<file path="src/rtl/gpio_irq_ctrl.sv">
module gpio_irq_ctrl #(
  parameter int W  = 8,
  parameter int AW = 7
) (
  input  logic          clk,
  input  logic          rst_n,
  input  logic [AW-1:0] bus_addr,
  input  logic          bus_wr,
  input  logic [31:0]   bus_wdata,
  output logic [31:0]   bus_rdata,
  input  logic [W-1:0]  pin_in,
  output logic [W-1:0]  pin_out,
  output logic [W-1:0]  pin_oe,
  output logic          irq
);
  localparam int CW = 3 * W;
  localparam logic [AW-1:0] A_DOUT = AW'(0);
  localparam logic [AW-1:0] A_DIN  = AW'(4);
  localparam logic [AW-1:0] A_OE   = AW'(8);
  localparam logic [AW-1:0] A_CFG  = AW'(12);
  localparam logic [AW-1:0] A_MASK = AW'(16);
  localparam logic [AW-1:0] A_ACK  = AW'(20);
  localparam logic [AW-1:0] A_RAW  = AW'(24);
  localparam logic [AW-1:0] A_MSK  = AW'(28);

  logic [W-1:0]  dout_q, oe_q, mask_q, raw_q, raw_d;
  logic [CW-1:0] cfg_q;
  logic [W-1:0]  sync1_q, sync2_q, prev_q;
  logic [W-1:0]  ack_hit, masked;

  assign ack_hit = (bus_wr && bus_addr == A_ACK) ? bus_wdata[W-1:0] : '0;
  assign masked  = raw_q & mask_q;
  assign pin_out = dout_q;
  assign pin_oe  = oe_q;

  always_ff @(posedge clk or negedge rst_n) begin
    if (!rst_n) begin
      dout_q <= '0;
      oe_q   <= '0;
      cfg_q  <= '0;
      mask_q <= '0;
    end else if (bus_wr) begin
      case (bus_addr)
        A_DOUT:  dout_q <= bus_wdata[W-1:0];
        A_OE:    oe_q   <= bus_wdata[W-1:0];
        A_CFG:   cfg_q  <= bus_wdata[CW-1:0];
        A_MASK:  mask_q <= bus_wdata[W-1:0];
        default: ;
      endcase
    end
  end

  always_ff @(posedge clk or negedge rst_n) begin
    if (!rst_n) begin
      sync1_q <= '0;
      sync2_q <= '0;
      prev_q  <= '0;
      raw_q   <= '0;
      irq     <= 1'b0;
    end else begin
      sync1_q <= pin_in;
      sync2_q <= sync1_q;
      prev_q  <= sync2_q;
      raw_q   <= raw_d;
      irq     <= |masked;
    end
  end

  for (genvar i = 0; i < W; i++) begin : g_pin
    logic rise, fall, keep;
    assign rise = sync2_q[i] & ~prev_q[i];
    assign fall = ~sync2_q[i] & prev_q[i];
    assign keep = raw_q[i] & ~ack_hit[i];
    always_comb begin
      case (cfg_q[3*i +: 3])
        3'd1:    raw_d[i] = sync2_q[i];
        3'd2:    raw_d[i] = ~sync2_q[i];
        3'd3:    raw_d[i] = 1'b1;
        3'd5:    raw_d[i] = rise | keep;
        3'd6:    raw_d[i] = fall | keep;
        3'd7:    raw_d[i] = rise | fall | keep;
        default: raw_d[i] = 1'b0;
      endcase
    end
  end

  always_comb begin
    bus_rdata = '0;
    case (bus_addr)
      A_DOUT:  bus_rdata[W-1:0]  = dout_q;
      A_DIN:   bus_rdata[W-1:0]  = sync2_q;
      A_OE:    bus_rdata[W-1:0]  = oe_q;
      A_CFG:   bus_rdata[CW-1:0] = cfg_q;
      A_MASK:  bus_rdata[W-1:0]  = mask_q;
      A_RAW:   bus_rdata[W-1:0]  = raw_q;
      A_MSK:   bus_rdata[W-1:0]  = masked;
      default: bus_rdata = '0;
    endcase
  end
endmodule

</file>
<file path="config.mk">
export PLATFORM = sky130hd
export DESIGN_NAME = gpio_irq_ctrl
export DESIGN_NICKNAME = d
export VERILOG_FILES = /design/src/rtl/gpio_irq_ctrl.sv
export SDC_FILE = /design/constraint.sdc
export NUM_CORES = 1
export LEC_CHECK = 0
export ABC_AREA = 1
export CORE_MARGIN = 2
export CORE_UTILIZATION = 46
export CTS_CLUSTER_DIAMETER = 120
export DETAILED_ROUTE_END_ITERATION = 6
export GPL_TIMING_DRIVEN = 0
export PLACE_DENSITY = 0.77
export SYNTH_ARGS = -nofsm -noshare
export SYNTH_HDL_FRONTEND = slang
export SYNTH_SLANG_ARGS = --single-unit
</file>
<file path="constraint.sdc">
create_clock -name clk -period 2.4 [get_ports clk]
set_clock_uncertainty 0.15 [all_clocks]
set_input_delay 0.72 -clock clk [delete_from_list [all_inputs] [get_ports clk]]
set_output_delay 0.72 -clock clk [all_outputs]
set_load 0.02 [all_outputs]
</file>
==> results of run 1 <==
registers in the layout, indices dropped and copies added (netlist names):
name	count
cfg_q	24
irq	1
mask_q	8
pin_oe	8
pin_out	8
prev_q	8
raw_q	8
sync1_q	8
sync2_q	8
routing by layer:
metal  routed length (um)  global-route usage
met4                  527               0.129
met2                 6030               0.434
met5                    0                   0
met3                  814              0.0319
met1                 4860               0.323
how the worst max path moves through the flow:
| stage | slack, ns | to | from |
|---|---|---|---|
| after floorplan | 0.01 | bus_rdata[15] | bus_addr[1] |
| after global placement | -2.39 | prev_q[0] | rst_n |
| after detailed placement | -1.28 | bus_rdata[4] | bus_addr[2] |
| after CTS | -0.21 | bus_rdata[4] | bus_addr[6] |
| after global routing | -0.32 | bus_rdata[5] | bus_addr[6] |
| final | -0.26 | bus_rdata[3] | bus_addr[6] |
synthesized netlist by cell type, drive strengths merged:
library cell and n:
buf 15, a221oi 1, dfrtp 81, o211ai 6, or2 2, a21oi 26
clkbuf 4, nor3b 1, nand2 162, nor2 67, ha 16, conb 1
inv 61, a22o 1, clkinv 1, o21ai 47, nand3b 2, nand3 35
area by class of cell:
cell class	instances	area, sq um	area share
multi-input cells	375	2220	0.361
flip-flops and latches	81	2030	0.330
repair buffers	108	1130	0.185
inverters	62	238	0.0387
plain buffers	19	206	0.0336
well taps	111	139	0.0226
clock buffers	11	131	0.0214
clock inverters	5	56.3	0.00916
kinds of logic (layout without fill, tap and decap cells):
family / after synthesis / in the layout / share of synthesized area
compound gates: 81 / 81 / 0.114
fa+ha+maj: 16 / 16 / 0.0467
buf+inv: 81 / 205 / 0.0908
flops: 81 / 81 / 0.473
other cells: 1 / 8 / 0.000875
simple gates: 269 / 270 / 0.275
power by group:
group	internal (W)	switching, W	leakage [nW]	total (W)
Clock	0.000480	0.000507	0.0933	0.000987
Sequential	0.00150	0.000105	0.928	0.00161
Combinational	0.000298	0.000393	2.06	0.000691
through the flow:
step / worst slack (ns) / area [sq um]
after floorplan: 0.0137 / 4450
after global placement: -2.39 / 5410
after detailed placement: -1.28 / 5430
after CTS: -0.214 / 6120
after global routing: -0.322 / 6150
final: -0.258 / 6150
repair_timing:
item	4_1_cts	5_1_grt
buffers inserted	19	3
pin swaps	30	7
cloned	4	0
endpoints found under the setup margin	26	24
gates resized for setup	256	2
==> results.cfg, run 1 <==
[place]
dp_cells = 730
portBuffers = 82
gp_congestion = 0.889
place_hpwl_um = 8200

[sta]
finalSetupTns_ns = -4.62
fmax_mhz = 376
min_period_over_period = 1.11
rsz0062_at_grt = yes
holdWs_ns = 0.0919
setup_viol = 24
report.final.slew_viol_count = 0
hold_viol = 0
fin_ws_ns = -0.258
finalCriticalPeriod_ns = 2.66

[worst_setup_path]
crit_family = buffers and inverters
reg2regPathDepth = 7
path_cells = buf_6, nor2_4, nand2_4, clkinv_4, buf_12, buf_8, nand3_2, nand2_2, nor2_2, nand2_2, buf_6
cp.required_ns = 1.53
max_stage_delay_ns = 0.14
critical_path_arrival_ns = 1.79
setup.worst_path.start_class = input port
reg2reg_to = raw_q[5]
r2r_start = sync2_q[5]
ff2ff_setup_slack_ns = 0.88
crit_fanout = 5
crit_buf_inv = 5
path_depth = 11
critPathKind = in2out
critPathCaptureType = primary output
slowest_stage = nor2_4

[power]
p_leak_nw = 3.08
finalPower_w = 0.00328
power_density_nw_per_um2 = 534
peakVddDrop_v = 0.000276

[floorplanning]
ioPinCount = 99
die_y_um = 101
die-area_sq_um = 10100
start_util = 0.468
core_sq_um = 9150
die-width_um = 101
row_count = 35

[layout]
mostFrequentLayoutCell = nand2_1
syn2layout_area_growth_pct = 43.5
nets = 722
post-route-util = 0.672
layout_common_cells = nand2_1 (127), dfrtp_1 (81), inv_1 (55), clkdlybuf4s50_1 (50), buf_6 (33)
nFillCells = 732
final_cells = 772
drive_gt1_frac = 0.303
n_antenna_cell = 0

[routing]
vias_per_cell = 5.27
first_iter_violations = 260
routedWlPerCell_um = 15.8
drc_errors = 0
ant_nets = 0
wl_um = 12200
vias = 4070
drt_first_pass_iters = 5

[synth]
yosys_warnings = 0
yosysTopAreaCell = dfrtp_1
ys_ff_latch = 81
synth_top_area_frac = 0.473
synthTopCellsByArea = dfrtp_1 (47%), nand2_1 (13%), nor2_1 (5.4%)
synth_cells = 529
syn_avg_cell_area_sq_um = 8.10
ys_types = 30
synthesis.area_sq_um = 4280
ys_seq_area_frac = 0.473

[flow_run]
drv_cap = 0

[global_routing]
grt_max_degree = 64
grt_pass1_wl_um = 19800
grt_pass1_vias = 4095
grtUsageTotal = 0.256
overflow = 0
antenna_found_initial = 0

[clock_network]
clk_pin_slew_ns = 0.08
clk_path_buf_depth = 2
cts_sinks = 81
clk_latency_ns = 0.35
ctsHtreeMaxLevel = 3
numCtsBuffers = 9
cts_tree = built
holdBufCountCts = 0
cts_root_buf = clkbuf_8

[status]
status = complete, but fails checks
violations = negative setup slack

[worst_hold_path]
hold_path_class = in2async
Note: power is estimated with default switching activity, not from simulation.
==> run 2, diff against run 1 <==
--- a/config.mk
+++ b/config.mk
@@ -6,6 +6,7 @@
 export NUM_CORES = 1
 export LEC_CHECK = 0
 export ABC_AREA = 1
+export ABC_CLOCK_PERIOD_IN_PS = 2400
 export CORE_MARGIN = 2
 export CORE_UTILIZATION = 46
 export CTS_CLUSTER_DIAMETER = 120
==> results of run 2 <==
No change in the layout: final DEF, timing and power equal those of run 1.
==> run 3, diff against run 2 <==
--- a/config.mk
+++ b/config.mk
@@ -9,7 +9,6 @@
 export ABC_CLOCK_PERIOD_IN_PS = 2400
 export CORE_MARGIN = 2
 export CORE_UTILIZATION = 46
-export CTS_CLUSTER_DIAMETER = 120
 export DETAILED_ROUTE_END_ITERATION = 6
 export GPL_TIMING_DRIVEN = 0
 export PLACE_DENSITY = 0.77
==> results of run 3 <==
No change in the layout: final DEF, timing and power equal those of run 1.
